File: src/rtl/pmc_pkg.sv
package pmc_pkg;
  typedef enum logic [1:0] {
    LPM_ALLOW    = 2'b00,
    LPM_BLOCK    = 2'b01,
    LPM_LOCK     = 2'b10,
    LPM_LOCK_ALT = 2'b11
  } lpm_mode_e;

  localparam int CAUSE_N   = 5;
  localparam int C_POR     = 0;
  localparam int C_PIN     = 1;
  localparam int C_SOFT    = 2;
  localparam int C_WDOG    = 3;
  localparam int C_CLKLOSS = 4;

  localparam int CTL_USED  = 6;
  localparam int B_DBG     = 5;
  localparam int B_SWRST   = 4;
  localparam int LPM_W     = 2;
  localparam int LPM_N     = 2;  // index 0 = wait, 1 = stop
endpackage

File: src/rtl/pmc_lpm_gate.sv
module pmc_lpm_gate
  import pmc_pkg::*;
(
  input  logic             clk,
  input  logic             dev_rst,
  input  logic             wr_en,
  input  logic [LPM_W-1:0] wr_mode,
  input  logic             req,
  output logic [LPM_W-1:0] mode,
  output logic             grant
);
  logic locked;
  assign locked = mode[1];

  always_ff @(posedge clk) begin
    if (dev_rst) begin
      mode <= LPM_ALLOW;
    end else if (wr_en && !locked) begin
      mode <= wr_mode;
    end
  end

  assign grant = req && (mode == LPM_ALLOW);

  // a locked field keeps its code until a device reset
  assert_lock_hold_R5: assert property (@(posedge clk) disable iff (dev_rst)
    locked |=> (mode == $past(mode)));

  // writing a locking code blocks entry from the next cycle on
  assert_lock_blocks_R6: assert property (@(posedge clk) disable iff (dev_rst)
    (wr_en && !locked && wr_mode[1]) |=> !grant);
endmodule

File: src/rtl/pmc_rst_status.sv
module pmc_rst_status
  import pmc_pkg::*;
(
  input  logic               clk,
  input  logic               por,
  input  logic               clr_en,
  input  logic [CAUSE_N-1:0] clr_mask,
  input  logic [CAUSE_N-1:0] cause,
  output logic [CAUSE_N-1:0] sts
);
  logic [CAUSE_N-1:0] clr_eff;
  assign clr_eff = clr_en ? clr_mask : '0;

  always_ff @(posedge clk) begin
    if (por) begin
      sts <= CAUSE_N'(1) << C_POR;
    end else begin
      sts <= (sts & ~clr_eff) | cause;
    end
  end

  // without a clearing write, no set bit is lost (plain resets included)
  assert_sticky_R9: assert property (@(posedge clk) disable iff (por)
    !clr_en |=> ((sts & $past(sts)) == $past(sts)));

  // a cause always wins over a same-cycle clear of its bit
  assert_set_wins_R10: assert property (@(posedge clk) disable iff (por)
    cause[C_WDOG] |=> sts[C_WDOG]);
endmodule

File: src/rtl/pmc_ctrl_regs.sv
module pmc_ctrl_regs
  import pmc_pkg::*;
#(
  parameter int ADDR_W   = 4,
  parameter int DATA_W   = 16,
  parameter int CTL_ADDR = 0,
  parameter int STS_ADDR = 1
) (
  input  logic              clk,
  input  logic              rst,
  input  logic              por,
  input  logic [ADDR_W-1:0] bus_addr,
  input  logic              bus_wr,
  input  logic [DATA_W-1:0] bus_wdata,
  output logic [DATA_W-1:0] bus_rdata,
  input  logic              tap_en,
  input  logic              stop_req,
  input  logic              wait_req,
  input  logic              pin_rst_evt,
  input  logic              wdog_rst_evt,
  input  logic              clk_loss_evt,
  output logic              stop_grant,
  output logic              wait_grant,
  output logic              dbg_clk_en,
  output logic              swrst_pulse
);
  localparam int CTL_PAD = DATA_W - CTL_USED;
  localparam int STS_PAD = DATA_W - CAUSE_N;

  logic dev_rst;
  logic ctl_wr, sts_wr;
  logic dbg_force;
  logic [LPM_N-1:0] lpm_req, lpm_grant;
  logic [LPM_W-1:0] lpm_mode [LPM_N];
  logic [CAUSE_N-1:0] cause_vec, sts;

  assign dev_rst = rst || por;
  assign ctl_wr  = bus_wr && (bus_addr == ADDR_W'(CTL_ADDR));
  assign sts_wr  = bus_wr && (bus_addr == ADDR_W'(STS_ADDR));

  assign lpm_req = {stop_req, wait_req};

  for (genvar g = 0; g < LPM_N; g++) begin : g_lpm
    pmc_lpm_gate u_gate (
      .clk     (clk),
      .dev_rst (dev_rst),
      .wr_en   (ctl_wr),
      .wr_mode (bus_wdata[g*LPM_W +: LPM_W]),
      .req     (lpm_req[g]),
      .mode    (lpm_mode[g]),
      .grant   (lpm_grant[g])
    );
  end

  assign wait_grant = lpm_grant[0];
  assign stop_grant = lpm_grant[1];

  always_ff @(posedge clk) begin
    if (dev_rst) begin
      dbg_force   <= 1'b0;
      swrst_pulse <= 1'b0;
    end else begin
      if (ctl_wr) dbg_force <= bus_wdata[B_DBG];
      swrst_pulse <= ctl_wr && bus_wdata[B_SWRST];
    end
  end

  assign dbg_clk_en = dbg_force || tap_en;

  always_comb begin
    cause_vec            = '0;
    cause_vec[C_PIN]     = pin_rst_evt;
    cause_vec[C_SOFT]    = swrst_pulse;
    cause_vec[C_WDOG]    = wdog_rst_evt;
    cause_vec[C_CLKLOSS] = clk_loss_evt;
  end

  pmc_rst_status u_sts (
    .clk      (clk),
    .por      (por),
    .clr_en   (sts_wr),
    .clr_mask (bus_wdata[CAUSE_N-1:0]),
    .cause    (cause_vec),
    .sts      (sts)
  );

  always_ff @(posedge clk) begin
    if (dev_rst) begin
      bus_rdata <= '0;
    end else if (bus_addr == ADDR_W'(CTL_ADDR)) begin
      bus_rdata <= {{CTL_PAD{1'b0}}, dbg_force, 1'b0, lpm_mode[1], lpm_mode[0]};
    end else if (bus_addr == ADDR_W'(STS_ADDR)) begin
      bus_rdata <= {{STS_PAD{1'b0}}, sts};
    end else begin
      bus_rdata <= '0;
    end
  end

  // high control bits written as ones never appear on the read port
  assert_upper_ignored_R1: assert property (@(posedge clk) disable iff (dev_rst)
    (ctl_wr && (bus_wdata[DATA_W-1:CTL_USED] != '0)) |=> (bus_rdata[DATA_W-1:CTL_USED] == '0));

  // every software reset pulse is recorded as a software cause
  assert_swrst_logged_R3: assert property (@(posedge clk) disable iff (por)
    swrst_pulse |=> sts[C_SOFT]);

  // after a reset cycle the control state and read port are clear
  assert_reset_clears_R7: assert property (@(posedge clk)
    dev_rst |=> (bus_rdata == '0 && !swrst_pulse && !dbg_force));
endmodule

File: config.mk
export PLATFORM = sky130hd
export DESIGN_NAME = pmc_ctrl_regs
export DESIGN_NICKNAME = d
export VERILOG_FILES = /design/src/rtl/pmc_pkg.sv /design/src/rtl/pmc_lpm_gate.sv /design/src/rtl/pmc_rst_status.sv /design/src/rtl/pmc_ctrl_regs.sv
export SDC_FILE = /design/constraint.sdc
export NUM_CORES = 1
export LEC_CHECK = 0
export ABC_AREA = 0
export ABC_CLOCK_PERIOD_IN_PS = 1600
export CAP_MARGIN = 10
export CORE_AREA = 2 2 39 41
export CTS_CLUSTER_SIZE = 28
export DETAILED_ROUTE_END_ITERATION = 7
export DIE_AREA = 0 0 41 43
export DONT_BUFFER_PORTS = 1
export PLACE_DENSITY = 0.81
export SETUP_SLACK_MARGIN = 0.02
export SYNTH_ARGS = -nofsm -noshare
export SYNTH_HDL_FRONTEND = slang
export SYNTH_HIERARCHICAL = 1
export SYNTH_SLANG_ARGS = --single-unit
File: constraint.sdc
create_clock -name clk -period 1.6 [get_ports clk]
set_input_delay 0.08 -clock clk [delete_from_list [all_inputs] [get_ports clk]]
set_output_delay 0.08 -clock clk [all_outputs]
set_load 0.01 [all_outputs]
Word-level counts from Yosys, hierarchy flattened --
Index checks and enable logic that the tools add are counted.
Word-level totals: logic and storage cells 32, bits of input ports 30, bits in registers 27, output and inout port bits 20
Operators by class: eq/ne operators 1, bitwise gates (word level) 4, muxes and demuxes 3, reduce and logical (&&, ||, !) cells 16
Operators by type and width (number):
- 5-bit 2-to-1 mux | 2
- 1-bit logical AND | 7
- 6-bit 2-to-1 mux | 1
- 5-bit bitwise AND | 1
- 5-bit inverter | 1
- 5-bit bitwise OR | 1
- 4-bit by 1-bit == test with 1-bit output, second input constant | 1
- 2-bit zero test | 2
- 4-bit zero test | 1
- 3-bit OR reduction | 1
- 1-bit zero test | 2
- 1-bit logical OR | 2
- 2-bit OR reduction | 1
- 1-bit inverter | 1

Logic depth before layout (Yosys ltp) --
Gate-level depths: netlist of the first run.
word-level depth 6, gate-level depth with buffers 4, gate-level depth less buffers 4

Hierarchy --
Netlist of the first run, hierarchy kept.
Modules (own cells, without submodules):
- pmc_ctrl_regs | cells an instance 40, area an instance 382.9 um^2, instances 1, sequential area each 160.2 um^2
- pmc_lpm_gate | cells an instance 9, area an instance 90.1 um^2, instances 2, sequential area each 40.0 um^2
- pmc_rst_status | cells an instance 19, area an instance 177.7 um^2, instances 1, sequential area each 100.1 um^2

Worst setup path after synthesis of the first run --
Ideal clock, no wire load.
path kind in2reg, start in bus_addr[3], end reg u_sts.sts[0], setup time 0.120 ns, arrival 1.064 ns, path buffers 0, path slack 0.417 ns, required time 1.480 ns, cell stages on the path 4, cell sequence nor4b_2 > and2_1 > nand2_1 > a211o_1
Between the ends: cells in the longest elaborated chain, start to end 6
Ends and longest elaborated chain:
- start: declaration | line pmc_ctrl_regs.sv:12 | input logic [ADDR_W-1:0] bus_addr,
- 4-bit by 1-bit == test with 1-bit output | line pmc_ctrl_regs.sv:39 | assign sts_wr = bus_wr && (bus_addr == ADDR_W'(STS_ADDR));
- 1-bit logical AND | line pmc_ctrl_regs.sv:39
- net sts_wr | line pmc_ctrl_regs.sv:31 | logic ctl_wr, sts_wr;
- 5-bit 2-to-1 mux | line pmc_rst_status.sv:12 | assign clr_eff = clr_en ? clr_mask : '0;
- 5-bit inverter | line pmc_rst_status.sv:18 | sts <= (sts & ~clr_eff) | cause;
- 5-bit bitwise AND | line pmc_rst_status.sv:18
- 5-bit bitwise OR | line pmc_rst_status.sv:18
- end signal: assignment | line pmc_rst_status.sv:16 | sts <= CAUSE_N'(1) << C_POR;
- end signal: assignment | line pmc_rst_status.sv:18
- end: declaration | line pmc_rst_status.sv:9 | output logic [CAUSE_N-1:0] sts
The timed path passes the listed nets, and every way through them passes these cells. A chain may end at the register's enable or synchronous reset.

Worst setup path after layout of the first run --
start in por, end reg u_sts.sts[3]
RTL lines:
- start: declaration | line pmc_ctrl_regs.sv:11 | input logic por,
No word-level cell between the ends.

==> key figures, run 1 <==
Worst setup path
  • Bufs and invs on worst path: 2
  • CP top delay family: buffers and inverters
  • Worst path slowest cell: dlygate4sd3_1
  • CP cell instances: dlygate4sd3_1 > a311oi_1 > dlygate4sd3_1
  • Worst Setup SP: por
  • Critical Path End Type: flip-flop
  • Startpoint types: input pin
  • Most used cell, CP: dlygate4sd3_1
  • CP Data Arrival Time: 1.58 ns
  • Crit Path Category: in -> reg
  • Largest fanout on the critical path: 5
  • Origin of the critical flop-to-flop path: u_sts/sts[3]
  • Max stage delay on crit path: 0.61 ns
  • Critical Path RT: 1.83 ns

Finish
  • Commonest non-fill, non-tap cell in the layout: dfxtp_1
  • Layout area overhead: 19.6%
  • Nets: 126
  • Cell Count, Final, Fillers Out: 111
  • ANT cells: 0
  • Most frequent cells in the layout: 17 x dfxtp_1, 12 x dlygate4sd3_1, 11 x nor2_1, 11 x conb_1, 5 x inv_1
  • FILL cells: 117
  • Area taken by multi-input logic gates: 344 um2
  • Layout cells sized above 1: 0.116
  • Register area: 340 um2

Die
  • Die height: 43 um
  • Die W: 41 um
  • Rows: 14
  • Full die area: 1760 um2
  • Starting Density: 0.535
  • I/O Pins: 50
  • Core Box Area: 1380 um2

Timing
  • Final period util: 0.845
  • Clock Skews: 0.00132 ns
  • Crit path time final: 1.35 ns
  • Achievable Freq: 0.740 GHz
  • Final setup fails: 0
  • Setup TNS: 0 ns
  • RSZ-0062 raised after global routing: false
  • Final hold violations: 0
  • Max-slew violations: 0

Route
  • Total iterations of the first detailed-routing run: 5
  • Residual DRC: 0
  • Highest routed layer: met4
  • Average wire per standard cell: 14.8 um
  • Routed wl met2: 851 um
  • Post-Route M1 WL: 642 um
  • WL met3: 116 um
  • WL final: 1640 um
  • Antenna viol nets, final: 0
  • First DRT Iteration DRCs: 15
  • Vias per cell: 5.59
  • Detailed-route via count: 620

Synthesis
  • Synth Area in Adders: 0
  • Mux cell area share after synthesis: 0
  • Post-Syn Area: 741 um2
  • Post-Synth Simple-Gate Area: 0.265
  • Yosys cell types: 23
  • Compound-Gate Fraction of Synth Area: 0.144
  • Yosys warnings: 6
  • Ys flop type: dfxtp_1
  • Async SR Flop Fraction: 0
  • Post-synth EDFFs: 0
  • Post-Synthesis Mean Instance Area: 9.62 um2
  • Post-Synthesis Cells: 77
  • Post-synthesis xor/xnor area fraction: 0
  • Synthesized flop and latch total: 17
  • Largest family of logic cells by synthesized area: simple AND/OR/NAND/NOR gates
  • Seq/Total Area, Yosys: 0.459

Hold path
  • Worst hold path class: in -> reg
  • Beginning of the worst hold path: rst

Global route
  • Global-route wire length before repair: 2370 um
  • GRT Overall Usage: 0.205
  • Vias in the first global route: 558
  • Largest net degree at the start of global routing: 11
  • Global route overflow: 0
  • Initial antenna violation count: 0

Clocking
  • Num CTS Buffers: 3
  • H-tree lvl count: 1
  • Clk Latency, worst-skew pair: 0.28 ns
  • Clk sinks: 17
  • Clock slew at reported path FFs: 0.10 ns
  • Setup Fix Bufs, Post-CTS: 0
  • CTS tree: yes
  • Resized cells post-CTS: 0
  • Root Buffer: clkbuf_4
  • CTS max path bufs: 2

Place
  • Buffers on Ports: 0
  • Inst Count DP: 95
  • Gp weighted congestion: 0.722
  • DP Wirelength: 1060 um

Pwr
  • Comb pwr share: 0.097
  • Clock power share: 0.304
  • Cell Pwr Density: 817 nW/um2
  • Int Power: 555 uW
  • Sequential share of power: 0.599
  • Switching Share: 0.233
  • Switching Power: 169 uW
  • Leakage: 0.000357 uW
  • Worst ir drop on vdd: 0.000418 V

Status
  • Status: finished clean

Job
  • Max-Cap Viols: 0
## stage by stage
step                      total power [uW]   util  setup slack [ns]  hold slack [ns]  cell area [um2]
after global routing                   757  0.640             0.225           0.0169              886
after detailed placement               486  0.533             0.477            0.162              738
after floorplan                        497      -             0.417            0.158              778
final                                  724  0.640             0.248           0.0208              886
after global placement                 485  0.533             0.497            0.159              738
after CTS                              726  0.640             0.324          0.00631              886
## flip-flops by register name (all words and copies together) (netlist names)
register	cells
swrst_pulse	1
g_lpm.u_gate/mode	4
u_sts/sts	5
bus_rdata	6
dbg_force	1
## final timing paths
path | endpoint | slack, ns | cells past startpoint
max | u_sts/sts[3] | 0.25 | 3
min | dbg_force | 0.02 | 3
max reg2reg | u_sts/sts[3] | 0.34 | 3
min reg2reg | dbg_force | 0.47 | 2
## final cells by class
type,count,area share
flip-flops and latches,17,0.384
well taps,16,0.0226
repair buffers,14,0.153
clock inverters,1,0.00565
clock buffers,3,0.0254
inverters,5,0.0212
multi-input cells,55,0.388
## routing by layer
metal | vias up | GRT usage
met5 | - | 0
met4 | 0 | 0.113
met3 | 4 | 0.0681
met2 | 30 | 0.347
met1 | 300 | 0.203
li1 | 286 | -
## Yosys cell counts (2+ instances only)
master,count,share of area
a21oi_1,2,0.014
a22oi_1,4,0.041
a311oi_1,4,0.047
and2_1,2,0.017
and3_1,2,0.017
buf_4,10,0.10
dfxtp_1,17,0.46
inv_1,5,0.025
nand2_1,2,0.010
nand4bb_1,2,0.030
nor2_1,11,0.056
nor2b_1,2,0.017
nor3b_1,2,0.020
o21ai_2,2,0.024
or2b_1,2,0.020
## worst reg2reg max path, stage by stage (launching register included)
cell and delay [ns]:
dfxtp_1 0.34, nor2_1 0.05, a311oi_1 0.23, dlygate4sd3_1 0.59
## power groups by stage
stage	clock, uW	sequential (uW)	combinational (uW)
4_1_cts	226	434	66.9
5_1_grt	247	435	76.2
3_5_place_dp	0	444	42.4
2_1_floorplan	0	443	54.0
3_3_place_gp	0	443	41.2
6_report	220	434	70.3
## logic make-up after synthesis
group,count (synthesis)
compound gates,14
simple gates,30
flops,17
other cells,1
buf+inv,15
## timing repair
item                                    in CTS  in global routing
endpoints found under the setup margin       0                  0
hold buffers                                12                  0
endpoints found under the hold margin       11                  0
No activity file was read; power rests on OpenSTA's default activity.
==> run 2: changes to the inputs <==
--- a/config.mk
+++ b/config.mk
@@ -5,15 +5,14 @@
 export SDC_FILE = /design/constraint.sdc
 export NUM_CORES = 1
 export LEC_CHECK = 0
-export ABC_AREA = 0
-export ABC_CLOCK_PERIOD_IN_PS = 1600
+export ABC_AREA = 1
+export ABC_CLOCK_PERIOD_IN_PS = 1300
 export CAP_MARGIN = 10
-export CORE_AREA = 2 2 39 41
+export CORE_UTILIZATION = 58
 export CTS_CLUSTER_SIZE = 28
 export DETAILED_ROUTE_END_ITERATION = 7
-export DIE_AREA = 0 0 41 43
 export DONT_BUFFER_PORTS = 1
-export PLACE_DENSITY = 0.81
+export PLACE_DENSITY = 0.84
 export SETUP_SLACK_MARGIN = 0.02
 export SYNTH_ARGS = -nofsm -noshare
 export SYNTH_HDL_FRONTEND = slang
==> constraint.sdc (replaced) <==
create_clock -name clk -period 1.3 [get_ports clk]
set_input_delay 0.065 -clock clk [delete_from_list [all_inputs] [get_ports clk]]
set_output_delay 0.065 -clock clk [all_outputs]
set_load 0.01 [all_outputs]
==> run 2 against run 1 <==
Against the previous run: hold slack lost 0.0071 ns; clock skew up 0.0019 ns; highest routed layer unchanged; critical path type unchanged; die area down 14%; synthesized cell count rose by 36%; wire length rose by 4.7%.
==> key figures, run 2 <==
Status
  • Status: finished clean

Synthesis
  • Post-Synth Simple-Gate Area: 0.298 (+0.0327)
  • Async SR Flop Fraction: 0 (unchanged)
  • Mux cell area share after synthesis: 0 (unchanged)
  • Ranking of synthesized cells by area: dfxtp_1 43%, buf_4 9.5%, nand2_1 9.5%
  • Most frequent cells after synthesis: 20 x nand2_1, 17 x dfxtp_1, 15 x inv_1
  • Compound-Gate Fraction of Synth Area: 0.0761 (-0.0675)
  • Yosys cell types: 17 (-26%)
  • Largest family of logic cells by synthesized area: simple AND/OR/NAND/NOR gates
  • Post-Synthesis Mean Instance Area: 7.52 um2 (-22%)
  • Top cell type's share of synthesized area: 0.431 (-0.0284)
  • Ys flop type: dfxtp_1
  • Cell taking the most area after synthesis: dfxtp_1
  • Most numerous cell in the Yosys netlist: nand2_1
  • Yosys warnings: 6 (unchanged)
  • Post-Syn Area: 790 um2 (+6.6%)
  • Seq/Total Area, Yosys: 0.431 (-0.0284)
  • Post-synthesis xor/xnor area fraction: 0 (unchanged)
  • Synthesized flop and latch total: 17 (unchanged)
  • Post-synth EDFFs: 0 (unchanged)
  • Synth Area in Adders: 0 (unchanged)
  • Post-Synthesis Cells: 105 (+36%)

Worst setup path
  • Worst Setup SP: bus_addr[1]
  • Critical Path RT: 1.49 ns (-0.34 ns)
  • Worst reg2reg endpoint: u_sts/sts[3]
  • Startpoint types: input pin
  • Slack of the worst reg-to-reg path: 0.17 ns (-0.17 ns)
  • Origin of the critical flop-to-flop path: u_sts/sts[3]
  • Largest fanout on the critical path: 6 (+1)
  • Reg2Reg Depth: 3 (unchanged)
  • Worst Setup EP: g_lpm[1].u_gate/mode[0]
  • Crit Path Category: in -> reg
  • CP Data Arrival Time: 1.41 ns (-0.17 ns)
  • Critical Path End Type: flip-flop

Pwr
  • Worst ir drop on vdd: 0.000693 V (+66%)
  • Power Total: 935 uW (+29%)
  • Cell Pwr Density: 968 nW/um2 (+18%)
  • Leakage: 0.000420 uW (+18%)

Die
  • Starting Density: 0.666 (+0.130)
  • Die height: 38.9 um (-9.5%)
  • Core Box Area: 1190 um2 (-14%)
  • Die W: 38.9 um (-5.1%)
  • Full die area: 1510 um2 (-14%)
  • I/O Pins: 50 (unchanged)
  • Rows: 12 (-2)

Timing
  • Final setup fails: 0 (unchanged)
  • Final hold violations: 0 (unchanged)
  • Final period util: 0.935
  • Clock Skews: 0.00326 ns (+0.00194 ns)
  • Crit path time final: 1.22 ns
  • Max-slew violations: 0 (unchanged)
  • Setup TNS: 0 ns (unchanged)
  • Achievable Freq: 0.822 GHz
  • RSZ-0062 raised after global routing: false

Route
  • Average wire per standard cell: 12.3 um (-17%)
  • Antenna viol nets, final: 0 (unchanged)
  • WL final: 1720 um (+4.7%)
  • Total iterations of the first detailed-routing run: 4 (-1)
  • Residual DRC: 0 (unchanged)
  • Routed wl met2: 860 um (+1.1%)
  • Vias per cell: 5.21 (-6.6%)
  • Highest routed layer: met4
  • Detailed-route via count: 730 (+18%)
  • WL met3: 123 um (+6.0%)
  • First DRT Iteration DRCs: 44 (+29)
  • Post-Route M1 WL: 722 um (+12%)

Clocking
  • Clk Latency, worst-skew pair: 0.29 ns (about the same)
  • Clk sinks: 17 (unchanged)
  • Root Buffer: clkbuf_4
  • H-tree lvl count: 1 (unchanged)
  • CTS max path bufs: 2 (unchanged)
  • Num CTS Buffers: 3 (unchanged)
  • Clock slew at reported path FFs: 0.10 ns (about the same)
  • CTS tree: yes

Finish
  • Top reg by flops: bus_rdata
  • Register area: 340 um2 (unchanged)
  • Cell Count, Final, Fillers Out: 140 (+26%)
  • Commonest non-fill, non-tap cell in the layout: nand2_1
  • Biggest regs: bus_rdata x6, u_sts/sts x5, g_lpm.u_gate/mode x4
  • ANT cells: 0 (unchanged)
  • Largest register FFs: 6 (unchanged)
  • Most frequent cells in the layout: 20 x nand2_1, 17 x dfxtp_1, 17 x dlygate4sd3_1, 15 x inv_1, 12 x a21oi_1
  • Nets: 157 (+25%)
  • Layout cells sized above 1: 0.111 (-0.00468)
  • Area taken by multi-input logic gates: 339 um2 (-1.5%)
  • FILL cells: 79 (-32%)
  • Layout area overhead: 22.3%

Global route
  • Initial antenna violation count: 0 (unchanged)
  • Global-route wire length before repair: 2820 um (+19%)
  • GRT Overall Usage: 0.279 (+0.0743)
  • Global route overflow: 0 (unchanged)
  • Vias in the first global route: 684 (+23%)
  • Largest net degree at the start of global routing: 11 (unchanged)

Job
  • Max-Cap Viols: 0 (unchanged)

Place
  • DP Wirelength: 1060 um (-0.40%)
  • Gp weighted congestion: 0.788 (+9.1%)
  • Buffers on Ports: 0 (unchanged)
  • Inst Count DP: 119 (+25%)

Hold path
  • Worst hold path class: in -> reg
  • Beginning of the worst hold path: bus_addr[0]
## run 2: cell types whose count changed after synthesis, moves of 3 or more
| cell | delta |
|---|---|
| inv_1 | +10 |
| nand2_1 | +18 |
| nand3_1 | +5 |
| nand4_1 | +4 |
| a22oi_1 | -4 |
| a311oi_1 | -4 |
| nor2_1 | -3 |
| nand3_2 | +3 |
| a21oi_1 | +10 |
## run 2: critical path: stages
cell and delay, ns:
nor2_4 0.09, dlygate4sd3_1 0.70, nand3_2 0.14, inv_1 0.22
nand3_2 0.10, nand2_1 0.06, nor2_1 0.04
## run 2: cell families after synthesis
| group | after synthesis |
|---|---|
| DFF | 17 |
| other | 1 |
| buffers and inverters | 28 |
| and+or+nand+nor | 47 |
| AOI/OAI and AO/OA | 12 |
## run 2: area by class of cell
| type | instances | share of cell area |
|---|---|---|
| clock inverter | 1 | 0.00518 |
| timing repair buffer | 18 | 0.184 |
| tap | 14 | 0.0181 |
| multi-input combinational | 70 | 0.351 |
| clock buffer | 3 | 0.0233 |
| sequential | 17 | 0.352 |
| inverter | 17 | 0.0661 |
## run 2: report_power, final
part | switching [uW] | internal (uW) | leakage (uW) | total, uW
registers | 5.57 | 529 | 0.000138 | 535
logic | 64.7 | 55.0 | 0.000264 | 120
clock network | 166 | 114 | 0.0000177 | 280
## run 2: layer usage
| metal | vias to the layer above | GRT usage |
|---|---|---|
| met4 | 0 | 0.0517 |
| met1 | 337 | 0.330 |
| li1 | 356 | - |
| met2 | 35 | 0.488 |
| met3 | 2 | 0.0925 |
| met5 | - | 0 |
## run 2: what timing repair did
action / CTS / global route
endpoints found under the setup margin: 0 / 3
resized for setup: 0 / 1
hold endpoints to repair: 17 / 0
buffers inserted: 0 / 0
hold buffers: 17 / 0
## run 2: through the flow
stage / hold slack, ns / instance area (um2) / utilization / worst slack (ns)
3_3_place_gp: 0.135 / 766 / 0.646 / 0.336
6_report: 0.0136 / 966 / 0.814 / 0.0840
5_1_grt: 0.0256 / 966 / 0.814 / 0.0332
3_5_place_dp: 0.138 / 766 / 0.646 / 0.331
4_1_cts: 0.00597 / 963 / 0.812 / 0.141
2_1_floorplan: 0.134 / 827 / - / 0.382
## run 2: worst min path at each step
| stage | to | slack [ns] | cells after the start |
|---|---|---|---|
| floorplan | u_sts/sts[1] | 0.13 | 1 |
| global placement | u_sts/sts[1] | 0.13 | 1 |
| detailed placement | u_sts/sts[4] | 0.14 | 1 |
| CTS | dbg_force | 0.006 | 4 |
| global route | dbg_force | 0.03 | 4 |
| finish | dbg_force | 0.01 | 4 |
